File: src/rtl/fadd_pkg.sv
package fadd_pkg;
  localparam int FA_EXP_W = 11;
  localparam int FA_MAN_W = 48;
  localparam int FA_STEP  = 8;

  typedef enum logic {
    OP_ADD = 1'b0,
    OP_SUB = 1'b1
  } fa_op_e;
endpackage

File: src/rtl/fadd_s1_align.sv
// Stage 1: pick larger exponent, form the shift, apply the coarse (multiple of STEP) part.
module fadd_s1_align import fadd_pkg::*; #(
  parameter int EXP_W = FA_EXP_W,
  parameter int MAN_W = FA_MAN_W,
  parameter int STEP  = FA_STEP
) (
  input  logic                       clk,
  input  logic                       rst_n,
  input  logic                       in_valid,
  input  logic [EXP_W+MAN_W:0]       in_a,
  input  logic [EXP_W+MAN_W:0]       in_b,
  output logic                       v_o,
  output logic                       xs_o,
  output fa_op_e                     op_o,
  output logic [EXP_W-1:0]           xe_o,
  output logic [MAN_W-1:0]           xm_o,
  output logic [MAN_W-1:0]           ym_o,
  output logic [$clog2(STEP)-1:0]    fine_o
);
  localparam int W      = 1 + EXP_W + MAN_W;
  localparam int SH_W   = $clog2(MAN_W + 1);
  localparam int FINE_W = $clog2(STEP);
  localparam logic [EXP_W-1:0] LIM = EXP_W'(MAN_W);

  logic              swap;
  logic [W-1:0]      x_w, y_w;
  logic [EXP_W-1:0]  diff;
  logic [SH_W-1:0]   sh, coarse;
  logic [MAN_W-1:0]  ym_n;
  logic [FINE_W-1:0] fine_n;
  fa_op_e            op_n;

  always_comb begin
    swap   = in_b[W-2:MAN_W] > in_a[W-2:MAN_W];
    x_w    = swap ? in_b : in_a;
    y_w    = swap ? in_a : in_b;
    diff   = x_w[W-2:MAN_W] - y_w[W-2:MAN_W];
    sh     = (diff > LIM) ? SH_W'(MAN_W) : diff[SH_W-1:0];
    coarse = sh & ~SH_W'(STEP - 1);
    ym_n   = y_w[MAN_W-1:0] >> coarse;
    fine_n = sh[FINE_W-1:0];
    op_n   = (x_w[W-1] ^ y_w[W-1]) ? OP_SUB : OP_ADD;
  end

  always_ff @(posedge clk or negedge rst_n) begin
    if (!rst_n) v_o <= 1'b0;
    else        v_o <= in_valid;
  end

  always_ff @(posedge clk) begin
    if (in_valid) begin
      xs_o   <= x_w[W-1];
      op_o   <= op_n;
      xe_o   <= x_w[W-2:MAN_W];
      xm_o   <= x_w[MAN_W-1:0];
      ym_o   <= ym_n;
      fine_o <= fine_n;
    end
  end
endmodule

File: src/rtl/fadd_s2_lo.sv
// Stage 2: fine shift of 0..STEP-1, then lower-half add with carry out.
module fadd_s2_lo import fadd_pkg::*; #(
  parameter int EXP_W = FA_EXP_W,
  parameter int MAN_W = FA_MAN_W,
  parameter int STEP  = FA_STEP
) (
  input  logic                          clk,
  input  logic                          rst_n,
  input  logic                          v_i,
  input  logic                          xs_i,
  input  fa_op_e                        op_i,
  input  logic [EXP_W-1:0]              xe_i,
  input  logic [MAN_W-1:0]              xm_i,
  input  logic [MAN_W-1:0]              ym_i,
  input  logic [$clog2(STEP)-1:0]       fine_i,
  output logic                          v_o,
  output logic                          xs_o,
  output fa_op_e                        op_o,
  output logic [EXP_W-1:0]              xe_o,
  output logic [MAN_W-MAN_W/2-1:0]      xh_o,
  output logic [MAN_W-MAN_W/2-1:0]      yh_o,
  output logic [MAN_W/2-1:0]            lo_o,
  output logic                          c_o
);
  localparam int LO_W = MAN_W / 2;

  logic [MAN_W-1:0] ymf, yo;
  logic [LO_W:0]    lo_sum;

  always_comb begin
    ymf    = ym_i >> fine_i;
    yo     = (op_i == OP_SUB) ? ~ymf : ymf;
    lo_sum = {1'b0, xm_i[LO_W-1:0]} + {1'b0, yo[LO_W-1:0]}
           + (LO_W+1)'(op_i == OP_SUB);
  end

  always_ff @(posedge clk or negedge rst_n) begin
    if (!rst_n) v_o <= 1'b0;
    else        v_o <= v_i;
  end

  always_ff @(posedge clk) begin
    if (v_i) begin
      xs_o <= xs_i;
      op_o <= op_i;
      xe_o <= xe_i;
      xh_o <= xm_i[MAN_W-1:LO_W];
      yh_o <= yo[MAN_W-1:LO_W];
      lo_o <= lo_sum[LO_W-1:0];
      c_o  <= lo_sum[LO_W];
    end
  end
endmodule

File: src/rtl/fadd_s3_hi.sv
// Stage 3: upper-half add using the registered carry; bit MAN_W flags carry (add) or negative (sub).
module fadd_s3_hi import fadd_pkg::*; #(
  parameter int EXP_W = FA_EXP_W,
  parameter int MAN_W = FA_MAN_W
) (
  input  logic                          clk,
  input  logic                          rst_n,
  input  logic                          v_i,
  input  logic                          xs_i,
  input  fa_op_e                        op_i,
  input  logic [EXP_W-1:0]              xe_i,
  input  logic [MAN_W-MAN_W/2-1:0]      xh_i,
  input  logic [MAN_W-MAN_W/2-1:0]      yh_i,
  input  logic [MAN_W/2-1:0]            lo_i,
  input  logic                          c_i,
  output logic                          v_o,
  output logic                          xs_o,
  output fa_op_e                        op_o,
  output logic [EXP_W-1:0]              xe_o,
  output logic [MAN_W:0]                r_o
);
  localparam int LO_W = MAN_W / 2;
  localparam int HI_W = MAN_W - LO_W;

  logic [HI_W:0]  hi_sum;
  logic [MAN_W:0] r_n;

  always_comb begin
    hi_sum = {1'b0, xh_i} + {1'b0, yh_i} + (HI_W+1)'(c_i);
    r_n    = {hi_sum[HI_W] ^ (op_i == OP_SUB), hi_sum[HI_W-1:0], lo_i};
  end

  always_ff @(posedge clk or negedge rst_n) begin
    if (!rst_n) v_o <= 1'b0;
    else        v_o <= v_i;
  end

  always_ff @(posedge clk) begin
    if (v_i) begin
      xs_o <= xs_i;
      op_o <= op_i;
      xe_o <= xe_i;
      r_o  <= r_n;
    end
  end
endmodule

File: src/rtl/fadd_s4_pack.sv
// Stage 4: negate a negative difference, fold a carry into the exponent, pack.
module fadd_s4_pack import fadd_pkg::*; #(
  parameter int EXP_W = FA_EXP_W,
  parameter int MAN_W = FA_MAN_W
) (
  input  logic                     clk,
  input  logic                     rst_n,
  input  logic                     v_i,
  input  logic                     xs_i,
  input  fa_op_e                   op_i,
  input  logic [EXP_W-1:0]         xe_i,
  input  logic [MAN_W:0]           r_i,
  output logic                     v_o,
  output logic [EXP_W+MAN_W:0]     sum_o,
  output logic                     ovf_o
);
  logic             sub, neg, carry, emax, ovf_n, sign_n;
  logic [MAN_W-1:0] mag;
  logic [EXP_W-1:0] exp_n;

  always_comb begin
    sub    = (op_i == OP_SUB);
    neg    = sub & r_i[MAN_W];
    carry  = ~sub & r_i[MAN_W];
    emax   = &xe_i;
    if (neg)        mag = ~r_i[MAN_W-1:0] + MAN_W'(1);
    else if (carry) mag = r_i[MAN_W:1];
    else            mag = r_i[MAN_W-1:0];
    sign_n = neg ? ~xs_i : xs_i;
    ovf_n  = carry & emax;
    exp_n  = (carry & ~emax) ? xe_i + EXP_W'(1) : xe_i;
  end

  always_ff @(posedge clk or negedge rst_n) begin
    if (!rst_n) v_o <= 1'b0;
    else        v_o <= v_i;
  end

  always_ff @(posedge clk) begin
    if (v_i) begin
      sum_o <= {sign_n, exp_n, mag};
      ovf_o <= ovf_n;
    end
  end
endmodule

File: src/rtl/fadd4_pipe.sv
module fadd4_pipe import fadd_pkg::*; #(
  parameter int EXP_W = FA_EXP_W,
  parameter int MAN_W = FA_MAN_W,
  parameter int STEP  = FA_STEP
) (
  input  logic                   clk,
  input  logic                   rst_n,
  input  logic                   in_valid,
  input  logic [EXP_W+MAN_W:0]   in_a,
  input  logic [EXP_W+MAN_W:0]   in_b,
  output logic                   out_valid,
  output logic [EXP_W+MAN_W:0]   out_sum,
  output logic                   out_ovf
);
  localparam int LO_W   = MAN_W / 2;
  localparam int HI_W   = MAN_W - LO_W;
  localparam int FINE_W = $clog2(STEP);

  logic              v1, xs1;
  fa_op_e            op1;
  logic [EXP_W-1:0]  xe1;
  logic [MAN_W-1:0]  xm1, ym1;
  logic [FINE_W-1:0] fine1;

  logic              v2, xs2, c2;
  fa_op_e            op2;
  logic [EXP_W-1:0]  xe2;
  logic [HI_W-1:0]   xh2, yh2;
  logic [LO_W-1:0]   lo2;

  logic              v3, xs3;
  fa_op_e            op3;
  logic [EXP_W-1:0]  xe3;
  logic [MAN_W:0]    r3;

  fadd_s1_align #(.EXP_W(EXP_W), .MAN_W(MAN_W), .STEP(STEP)) u_s1 (
    .clk(clk), .rst_n(rst_n), .in_valid(in_valid), .in_a(in_a), .in_b(in_b),
    .v_o(v1), .xs_o(xs1), .op_o(op1), .xe_o(xe1), .xm_o(xm1), .ym_o(ym1),
    .fine_o(fine1)
  );

  fadd_s2_lo #(.EXP_W(EXP_W), .MAN_W(MAN_W), .STEP(STEP)) u_s2 (
    .clk(clk), .rst_n(rst_n), .v_i(v1), .xs_i(xs1), .op_i(op1), .xe_i(xe1),
    .xm_i(xm1), .ym_i(ym1), .fine_i(fine1),
    .v_o(v2), .xs_o(xs2), .op_o(op2), .xe_o(xe2), .xh_o(xh2), .yh_o(yh2),
    .lo_o(lo2), .c_o(c2)
  );

  fadd_s3_hi #(.EXP_W(EXP_W), .MAN_W(MAN_W)) u_s3 (
    .clk(clk), .rst_n(rst_n), .v_i(v2), .xs_i(xs2), .op_i(op2), .xe_i(xe2),
    .xh_i(xh2), .yh_i(yh2), .lo_i(lo2), .c_i(c2),
    .v_o(v3), .xs_o(xs3), .op_o(op3), .xe_o(xe3), .r_o(r3)
  );

  fadd_s4_pack #(.EXP_W(EXP_W), .MAN_W(MAN_W)) u_s4 (
    .clk(clk), .rst_n(rst_n), .v_i(v3), .xs_i(xs3), .op_i(op3), .xe_i(xe3),
    .r_i(r3), .v_o(out_valid), .sum_o(out_sum), .ovf_o(out_ovf)
  );
endmodule

File: config.mk
export PLATFORM = sky130hd
export DESIGN_NAME = fadd4_pipe
export DESIGN_NICKNAME = d
export VERILOG_FILES = /design/src/rtl/fadd_pkg.sv /design/src/rtl/fadd_s1_align.sv /design/src/rtl/fadd_s2_lo.sv /design/src/rtl/fadd_s3_hi.sv /design/src/rtl/fadd_s4_pack.sv /design/src/rtl/fadd4_pipe.sv
export SDC_FILE = /design/constraint.sdc
export NUM_CORES = 1
export LEC_CHECK = 0
export BUFFER_PORTS_ARGS = -buffer_cell sky130_fd_sc_hd__buf_2
export CAP_MARGIN = 20
export CORE_ASPECT_RATIO = 1.4
export CORE_MARGIN = 5
export CORE_UTILIZATION = 50
export CTS_BUF_LIST = sky130_fd_sc_hd__clkbuf_4
export DETAILED_ROUTE_END_ITERATION = 8
export PLACE_DENSITY = 0.81
export SYNTH_ARGS = -nofsm -noshare
export SYNTH_HDL_FRONTEND = slang
export SYNTH_SLANG_ARGS = --single-unit
File: constraint.sdc
create_clock -name clk -period 14 [get_ports clk]
set_clock_uncertainty 0.1 [all_clocks]
set_input_delay 0.7 -clock clk [delete_from_list [all_inputs] [get_ports clk]]
set_output_delay 0.7 -clock clk [all_outputs]
set_load 0.005 [all_outputs]
* After elaboration in Yosys (flattened, before gate mapping) *
Index checks and enable logic that the tools add are counted.

storage, ports and cells
  ROM bits = 0
  memories kept = 0
  latch bits = 0
  bits in writable memories = 0
  bits in registers = 325

operators by class
  $add $sub $neg = 7
  divide/modulo/power cells = 0
  magnitude comparators = 2
  mux-type cells = 9
  reductions and logical operators = 1
  equality and inequality tests = 0
  multiply operators = 0
  bitwise logic cells = 11
  shift-type cells = 2

operators by type and width
  operator                                                               count
  48-bit 2-to-1 mux                                                      3
  60-bit 2-to-1 mux                                                      2
  48-bit inverter                                                        2
  24-bit by 24-bit adder with 25-bit output                              2
  25-bit by 1-bit adder with 25-bit output                               2
  48-bit by 1-bit adder with 48-bit output, second input constant        1
  48-bit by 3-bit >> shifter with 48-bit output                          1
  48-bit by 6-bit >> shifter with 48-bit output                          1
  11-bit by 1-bit adder with 11-bit output, second input constant        1
  11-bit > comparator                                                    1
  11-bit by 6-bit > comparator with 1-bit output, second input constant  1
  11-bit 2-to-1 mux                                                      1
  11-bit AND reduction                                                   1
  11-bit subtractor                                                      1
  6-bit 2-to-1 mux                                                       1
  1-bit bitwise AND                                                      4
  1-bit inverter                                                         3
  1-bit 2-to-1 mux                                                       2
  1-bit bitwise XOR                                                      2

* Logic depth before layout (Yosys ltp) *
Gate-level depths: netlist of run 1.

  depth after elaboration = 6
  mapped depth = 23
  depth with buffers taken out = 20

* Modules after synthesis *
From an unflattened synthesis of run 1, not the netlist that was laid out.

unflattened totals
  cell total of the unflattened synthesis = 1919
  area total of the unflattened synthesis = 20284.5 µm²

by module, submodules not included
  module         times used  area an instance (µm²)  cells an instance
  fadd_s1_align  1           7016.7                  790
  fadd_s2_lo     1           5936.9                  465
  fadd_s4_pack   1           4066.4                  413
  fadd_s3_hi     1           3264.4                  251

* Worst setup path after synthesis of run 1 *
Ideal clock, no wire load.

  path type = register to register
  start = reg u_s1.fine_o[1]
  end = reg u_s2.c_o, data pin
  data arrival time = 5104 ps
  cell stages (with the launch flop) = 22
  path buffers = 2
  path slack = 8521 ps
  clock period less this slack = 5479 ps
  setup time = 275 ps
  cells stage by stage = edfxtp_1 > clkbuf_1 > buf_1 > mux2_2 > o21ai_0 > nor2_1 > a31oi_1 > xnor2_1 > fa_1 > a21o_1 > a21oi_1 > o21bai_1 > a21oi_1 > nor2b_1 > o21a_1 > o31a_1 > o41ai_1 > o2111ai_1 > and3_1 > a311o_1 > o41ai_1 > o21ai_0

between the ends
  longest elaborated chain between the ends = 5

ends and longest elaborated chain
  what                                             RTL line             source
  start, declared                                  fadd_s1_align.sv:18  output logic [$clog2(STEP)-1:0] fine_o
  start signal, assigned                           fadd_s1_align.sv:57  fine_o <= fine_n;
  48-bit by 3-bit >> shifter with 48-bit output *  fadd_s2_lo.sv:31     ymf = ym_i >> fine_i;
  48-bit inverter                                  fadd_s2_lo.sv:32     yo = (op_i == OP_SUB) ? ~ymf : ymf;
  48-bit 2-to-1 mux *                              fadd_s2_lo.sv:32
  24-bit by 24-bit adder with 25-bit output *      fadd_s2_lo.sv:33     lo_sum = {1'b0, xm_i[LO_W-1:0]} + {1'b0, yo[LO_W-1:0]}
  25-bit by 1-bit adder with 25-bit output *       fadd_s2_lo.sv:34     + (LO_W+1)'(op_i == OP_SUB);
  named net u_s2.lo_sum[24]                        fadd_s2_lo.sv:28     logic [LO_W:0] lo_sum;
  end signal, assigned                             fadd_s2_lo.sv:50     c_o <= lo_sum[LO_W];
  end, declared                                    fadd_s2_lo.sv:23     output logic c_o

The timed path passes the listed nets; every way through them passes the cells marked *.
A chain may end at the register's enable or synchronous reset.

* Final worst setup path of run 1 *
  start = reg u_s1.fine_o[0]
  end = reg u_s2.c_o, data pin

The elaborated chain is that of the path after synthesis.

==> flow_summary.ini, run 1 <==
[worst_setup_path]
rr_worst_depth = 17
crit_required_ns = 14.37
crit_path_end = u_s2.c_o
reg2reg_setup_slack_ns = 7.64
critical_path.max_stage_delay_ns = 0.66
r2r_endpoint = u_s2.c_o
worstSetupPathType = flop to flop
number_of_gates_on_the_worst_path_with_buffers_counted = 17
setup.worst_path.start_class = flop
crit_path_end_kind = flop
worstReg2RegStart = u_s1.fine_o[0]
critical_path.slowest_cell = sky130_fd_sc_hd__o41ai_1
worstPathArrival_ns = 6.73
startpoint = u_s1.fine_o[0]
gate_family_responsible_for_the_most_delay_along_the_worst_path = compound AO/OA/AOI/OAI gates
worst-path-buf-inv = 1
crit_path_cell_trace = inv_1 -> mux4_2 -> mux2_2 -> fa_1 -> a21o_1 -> a21oi_1 -> o21bai_1 -> a21oi_1 -> nor2b_1 -> o21a_1 -> o31a_1 -> o41ai_1 -> o2111ai_1 -> and3_1 -> a311o_1 -> o41ai_1 -> o21ai_0
critPathMaxFanout = 14

[floorplan]
design.portCount = 185
start_util = 0.506
placeableCoreArea_um2 = 37600
die_area_um2 = 42200
placementRows = 84
floorplan.die.height_um = 241
die_w_um = 175

[synthesis]
syn_inst = 1821
synth_compound_area_frac = 0.142
yosysTopAreaCell = sky130_fd_sc_hd__edfxtp_1
ranking_of_synthesized_cells_by_instance_count = sky130_fd_sc_hd__nand2_1 (333), sky130_fd_sc_hd__edfxtp_1 (321), sky130_fd_sc_hd__a21oi_1 (184)
synthXorXnorAreaFrac = 0.0496
yosys.area_share.simple = 0.147
muxShareOfSynthArea = 0.0753
synth.most_common_cell = sky130_fd_sc_hd__nand2_1
yosys.area.top_type_share = 0.506
post_synth_net_total = 2007
fraction_of_the_yosys_area_taken_by_sequential_cells = 0.511
avgSynthCellArea_um2 = 10.5
synth_enable_flop_cells = 321
synth_top_flop_cell = sky130_fd_sc_hd__edfxtp_1
syn_area_um2 = 19100
yosys_warnings = 0
number_of_distinct_library_cell_variants_in_the_gate_level_netlist_after_synthesis = 76
yosys.area_share.adder = 0.0426
asyncSetResetFlopFracSynth = 0.0123
ys_seq_elements = 325
synth_area_leaders = sky130_fd_sc_hd__edfxtp_1 (51%), sky130_fd_sc_hd__nand2_1 (6.6%), sky130_fd_sc_hd__a21oi_1 (4.8%)
combinational_family_with_the_most_area_after_synthesis = simple AND/OR/NAND/NOR gates

[clock_tree]
h_tree_depth = 3
tritoncts = built
path_clk_slew_ns = 0.07
cts.repair.resized = 0
number_of_setup_buffers_added_after_cts = 0
cts_hold_repair.buffers = 1
clock_sink_count = 325
maximum_number_of_buffers_from_clock_root_to_sink = 3
clk_root_buf = sky130_fd_sc_hd__clkbuf_4
clk-insertion-delay-late_ns = 0.75
cts_buffers = 76

[place]
placed_cells_incl_taps = 2396
buffer_ports.inserted = 184
globalplace.congestion = 1.01
dp_hpwl_mm = 35.0

[global_route]
grt_start_max_net_pins = 87
grtUsageTotal = 0.217
vias_in_the_first_global_route = 14098
first_pass_grt_wire_length_mm = 73.1
antenna_found_initial = 2
grt_overflow_total = 0

[timing]
tightestPinTransition_ns = 1.07
fmaxAchievable_ghz = 0.157
post-route-min-period_ns = 6.36
final-max-slew-violation-count = 0
final_hold_vios = 0
finalSetupTns_ns = 0
max_slew_headroom_at_the_worst_pin = 0.289
ratio_of_final_minimum_period_to_clock_period = 0.455
setup_repair_after_global_routing_missed_its_margin = false
worst_hold_slack_ns = 0.131
setup_viol = 0

[pwr]
areal_power_density_over_the_cells_nw_per_um2 = 142
ir_worst_vdd_mv = 0.0574
static-leakage-power_nw = 8.41
finalPower_w = 0.00303

[cells_and_area]
n_fill_cell = 3173
syn2layout_area_growth_pct = 12.0
ratio_of_cells_with_drive_above_1_in_the_final_layout = 0.194
final_nets = 2188
final-instance-count-excl-fill = 2531

[route]
drt_first_pass_iters = 7
detail_route.iter0.violations = 1008
drcViolationCount = 0
routed-via-count = 14600
wire_length_per_cell_after_detailed_routing_um = 18.3
ant_nets = 0
route.detailed.vias_per_inst = 5.77
postRouteWirelength_mm = 46.3

[hold_path]
min-delay-path-class = input pin to flop
holdPathStages = 3

[run_status]
status = completed

[flow_run]
max_cap_viol_count = 0
-- kinds of logic (layout without fill, tap and decap cells) --
kind of cell               Yosys count  count (layout)
other                                0               2
and+or+nand+nor                    614             614
adders and majority gates           63              63
buffers and inverters              156             391
DFF                                325             325
AOI/OAI and AO/OA                  454             454
muxes                              101             101
xor gates and xnor gates           108             108
-- metrics by stage --
stage                     setup WS [ns]  instance area (um2)  utilization
after floorplan                    8.52                19100            -
after global placement             7.38                20300        0.540
after detailed placement           7.18                20300        0.540
after CTS                          7.71                21300        0.567
after global routing               7.28                21300        0.567
final                              7.64                21300        0.567
-- worst reg2reg max path, cell delays in order (launching register included) --
cell and delay [ns]:
sky130_fd_sc_hd__edfxtp_1 0.64, sky130_fd_sc_hd__inv_1 0.53, sky130_fd_sc_hd__mux4_2 0.65, sky130_fd_sc_hd__mux2_2 0.31
sky130_fd_sc_hd__fa_1 0.42, sky130_fd_sc_hd__a21o_1 0.18, sky130_fd_sc_hd__a21oi_1 0.23, sky130_fd_sc_hd__o21bai_1 0.09
sky130_fd_sc_hd__a21oi_1 0.21, sky130_fd_sc_hd__nor2b_1 0.10, sky130_fd_sc_hd__o21a_1 0.20, sky130_fd_sc_hd__o31a_1 0.26
sky130_fd_sc_hd__o41ai_1 0.66, sky130_fd_sc_hd__o2111ai_1 0.28, sky130_fd_sc_hd__and3_1 0.21, sky130_fd_sc_hd__a311o_1 0.34
sky130_fd_sc_hd__o41ai_1 0.47, sky130_fd_sc_hd__o21ai_0 0.20
-- per-layer routing --
layer,up-vias,track usage,wire (um)
met2,598,0.375,23000
met4,0,0.0989,1760
met1,6770,0.266,18300
li1,7142,-,-
met3,90,0.0411,3150
met5,-,0,0
-- sequential cells by signal, indices dropped and copies added, names as in the netlist, 3 cells and up --
register / cells
u_s2.xh_o: 24
u_s1.xm_o: 48
u_s3.r_o: 49
u_s1.ym_o: 48
u_s1.fine_o: 3
u_s3.xe_o: 11
u_s2.xe_o: 11
u_s1.xe_o: 11
u_s2.lo_o: 24
u_s4.sum_o: 60
u_s2.yh_o: 24
-- worst min-delay path by stage --
| stage | from | to | slack (ns) |
|---|---|---|---|
| final | in_a[3] | u_s1.xm_o[3] | 0.13 |
| after global routing | in_a[36] | u_s1.xm_o[36] | 0.07 |
| after CTS | in_a[3] | u_s1.xm_o[3] | 0.05 |
| after detailed placement | u_s1.xe_o[5] | u_s2.xe_o[5] | 0.30 |
| after global placement | u_s1.xe_o[2] | u_s2.xe_o[2] | 0.30 |
| after floorplan | rst_n | u_s1.v_o | 0.30 |
-- placed cells by master, fill, tap and decap left out, types with 7 or more instances in the layout --
master and n:
sky130_fd_sc_hd__nor3_1 31, sky130_fd_sc_hd__mux4_2 33, sky130_fd_sc_hd__or3_1 20, sky130_fd_sc_hd__o211ai_1 16, sky130_fd_sc_hd__a21o_1 8, sky130_fd_sc_hd__inv_1 54, sky130_fd_sc_hd__o21ai_0 123, sky130_fd_sc_hd__or2_2 8
sky130_fd_sc_hd__a311oi_1 8, sky130_fd_sc_hd__buf_4 20, sky130_fd_sc_hd__nor2_1 80, sky130_fd_sc_hd__nand2_1 333, sky130_fd_sc_hd__mux2i_1 59, sky130_fd_sc_hd__mux2_2 9, sky130_fd_sc_hd__edfxtp_1 321, sky130_fd_sc_hd__o21a_1 11
sky130_fd_sc_hd__buf_2 183, sky130_fd_sc_hd__clkinv_2 7, sky130_fd_sc_hd__nand3b_1 9, sky130_fd_sc_hd__nor4_1 7, sky130_fd_sc_hd__ha_1 60, sky130_fd_sc_hd__clkinv_1 12, sky130_fd_sc_hd__o221ai_1 11, sky130_fd_sc_hd__and3_1 13
sky130_fd_sc_hd__a22oi_1 10, sky130_fd_sc_hd__nand4_1 12, sky130_fd_sc_hd__a31oi_1 12, sky130_fd_sc_hd__xnor2_1 83, sky130_fd_sc_hd__xor2_1 24, sky130_fd_sc_hd__nand2b_1 10, sky130_fd_sc_hd__nor2b_1 10, sky130_fd_sc_hd__o21bai_1 16
sky130_fd_sc_hd__a21oi_1 184, sky130_fd_sc_hd__clkbuf_4 106, sky130_fd_sc_hd__nand3_1 47
-- final cells by class --
| cell class | instances | area (um2) | area share |
|---|---|---|---|
| clock buffer | 106 | 796 | 0.0373 |
| clock inverter | 26 | 198 | 0.00927 |
| sequential | 325 | 9750 | 0.457 |
| inverter | 55 | 206 | 0.00968 |
| tap | 473 | 592 | 0.0277 |
| multi-input combinational | 1340 | 8720 | 0.409 |
| timing repair buffer | 204 | 1080 | 0.0504 |
| antenna | 2 | 5.00 | 0.000235 |
-- report_power, final --
part / switching, W / total, W / internal, W / leakage (nW)
combinational: 0.000494 / 0.000850 / 0.000356 / 4.65
clock: 0.000362 / 0.000770 / 0.000408 / 0.588
sequential: 0.0000979 / 0.00141 / 0.00131 / 3.17
total: 0.000953 / 0.00303 / 0.00208 / 8.41
(Power assumes the default switching activity.)
==> run 2: changes to the inputs <==
--- a/config.mk
+++ b/config.mk
@@ -12,7 +12,7 @@
 export CORE_UTILIZATION = 50
 export CTS_BUF_LIST = sky130_fd_sc_hd__clkbuf_4
 export DETAILED_ROUTE_END_ITERATION = 8
-export PLACE_DENSITY = 0.81
+export PLACE_DENSITY = 0.84
 export SYNTH_ARGS = -nofsm -noshare
 export SYNTH_HDL_FRONTEND = slang
 export SYNTH_SLANG_ARGS = --single-unit
==> constraint.sdc (replaced) <==
create_clock -name clk -period 5.6 [get_ports clk]
set_clock_uncertainty 0.1 [all_clocks]
set_input_delay 0.28 -clock clk [delete_from_list [all_inputs] [get_ports clk]]
set_output_delay 0.28 -clock clk [all_outputs]
set_load 0.005 [all_outputs]
==> run 2 against run 1 <==
Clock-buffer cell count shrank 13. Final area rose by 7.6%. Global-route usage up 1.4 points. First-iteration DRC count increased by 15%. Sequential power rose to 2.5 times the previous value. Sequential cell count is the same. Via count is 5.4% higher. Hold slack worse by 0.044 ns. Combinational power rose to 2.7 times the previous value.
==> flow_summary.ini, run 2 (synthesis results as in run 1) <==
[worst_setup_path]
critPathMaxFanout = 40
worstPathArrival_ns = 5.71
critical_path.slowest_cell = sky130_fd_sc_hd__dlygate4sd3_1
crit_path_cell_trace = dlygate4sd3_1 -> buf_2 -> ha_1 -> nand4_1 -> or3_1 -> and2_1 -> or2_4 -> o22ai_1 -> inv_1 -> ha_1 -> nor4_1 -> o221ai_1 -> xor2_1 -> a311oi_1 -> nand4_1 -> buf_12 -> mux2i_1 -> or2_2 -> a21oi_1
critical_path.max_stage_delay_ns = 0.53
crit_path_end_kind = flop
worstSetupPathType = input pin to flop
crit_required_ns = 5.96
setup.worst_path.start_class = input pin

[place]
globalplace.congestion = 0.969
dp_hpwl_mm = 36.1
place_worst_setup_slack_ns = 0.128
buffer_ports.inserted = 184
placed_cells_incl_taps = 2425

[route]
routed-via-count = 15386
drt_first_pass_iters = 5
postRouteWirelength_mm = 48.8
drcViolationCount = 0
wire_length_per_cell_after_detailed_routing_um = 18.1
ant_nets = 0
detail_route.iter0.violations = 1161
route.detailed.vias_per_inst = 5.71

[cells_and_area]
largest_register = u_s4.sum_o
final-instance-count-excl-fill = 2694
n_fill_cell = 3000
largest_register_ff_count = 60
syn2layout_area_growth_pct = 20.5
layout.cells.most_common_list = sky130_fd_sc_hd__nand2_1 (333), sky130_fd_sc_hd__edfxtp_1 (321), sky130_fd_sc_hd__a21oi_1 (184)
ratio_of_cells_with_drive_above_1_in_the_final_layout = 0.186
mostFrequentLayoutCell = sky130_fd_sc_hd__nand2_1
final_nets = 2355
top_regs = u_s4.sum_o (60), u_s3.r_o (49)

[timing]
setup_viol = 0
ratio_of_final_minimum_period_to_clock_period = 0.956
tightestPinTransition_ns = 1.02
final-max-slew-violation-count = 0
setup_repair_after_global_routing_missed_its_margin = false
fmaxAchievable_ghz = 0.187
finalSetupTns_ns = 0
max_slew_headroom_at_the_worst_pin = 0.315
post-route-worst-setup-slack_ns = 0.246
post-route-min-period_ns = 5.35
worst_hold_slack_ns = 0.0870
final_hold_vios = 0

[floorplan]
die_w_um = 175
start_util = 0.506
floorplan.die.height_um = 241
die_area_um2 = 42200
design.portCount = 185
placeableCoreArea_um2 = 37600
placementRows = 84

[run_status]
status = completed

[global_route]
grtUsageTotal = 0.231
vias_in_the_first_global_route = 15025
grt_start_max_net_pins = 89
antenna_found_initial = 1
first_pass_grt_wire_length_mm = 78.2
grt_overflow_total = 0

[clock_tree]
path_clk_slew_ns = 0.07
cts_buffers = 75
h_tree_depth = 3
maximum_number_of_buffers_from_clock_root_to_sink = 3
clk_root_buf = sky130_fd_sc_hd__clkbuf_4
clock_sink_count = 325
clk-insertion-delay-late_ns = 0.73
tritoncts = built

[flow_run]
max_cap_viol_count = 0

[pwr]
areal_power_density_over_the_cells_nw_per_um2 = 338
static-leakage-power_nw = 9.13
finalPower_w = 0.00776
ir_worst_vdd_mv = 0.129

[hold_path]
min-delay-path-class = input pin to flop
## run 2: report_power, final
part | switching [W] | internal (W)
clock network | 0.000899 | 0.00102
registers | 0.000248 | 0.00328
logic | 0.00128 | 0.00103
total | 0.00242 | 0.00533
## run 2: repair_timing
item | in CTS | in global routing
endpoints found under the hold margin | 128 | 0
setup endpoints to repair | 0 | 3
buffers inserted | 0 | 1
hold buffers | 139 | 0
gates resized for setup | 0 | 2
## run 2: worst paths after layout
| check | depth (start not counted) | slack, ns | from | end |
|---|---|---|---|---|
| worst min register to register | 0 | 0.31 | u_s2.lo_o[19] | u_s3.r_o[19] |
| min in group asynchronous | 3 | 0.36 | rst_n | u_s4.v_o |
| worst min-delay path | 4 | 0.09 | in_b[48] | u_s1.fine_o[0] |
| max in group asynchronous | 3 | 4.86 | rst_n | u_s1.v_o |
| worst max-delay path | 19 | 0.25 | in_b[52] | u_s1.ym_o[20] |
| worst max register to register | 21 | 0.37 | u_s1.fine_o[0] | u_s2.c_o |
## run 2: worst max-delay path: cells and delay by family
family	cells	cell delay, ns
simple gates	7	2.07
buf+inv	4	1.07
compound gates	4	0.92
fa+ha+maj	2	0.65
mux	1	0.46
xor+xnor	1	0.22
## run 2: layout make-up
type	instances	area, um2	share of cell area
diodes	1	2.50	0.000109
clock buffers	93	698	0.0304
clock inverters	35	272	0.0118
inverters	55	206	0.00899
multi-input cells	1340	8710	0.380
flip-flops and latches	325	9750	0.425
well taps	473	592	0.0258
repair buffers	372	2720	0.119
## run 2: through the flow
stage               area (um2)   util
floorplan                19100      -
global placement         20600  0.546
detailed placement       20600  0.546
CTS                      22900  0.609
global route             23000  0.610
finish                   23000  0.610
## run 2: metal layers
metal / track usage / up-vias / routed length (um)
met3: 0.0356 / 111 / 2910
li1: - / 7495 / -
met5: 0 / - / 0
met1: 0.274 / 7123 / 19000
met4: 0.0993 / 0 / 1800
met2: 0.418 / 657 / 25100
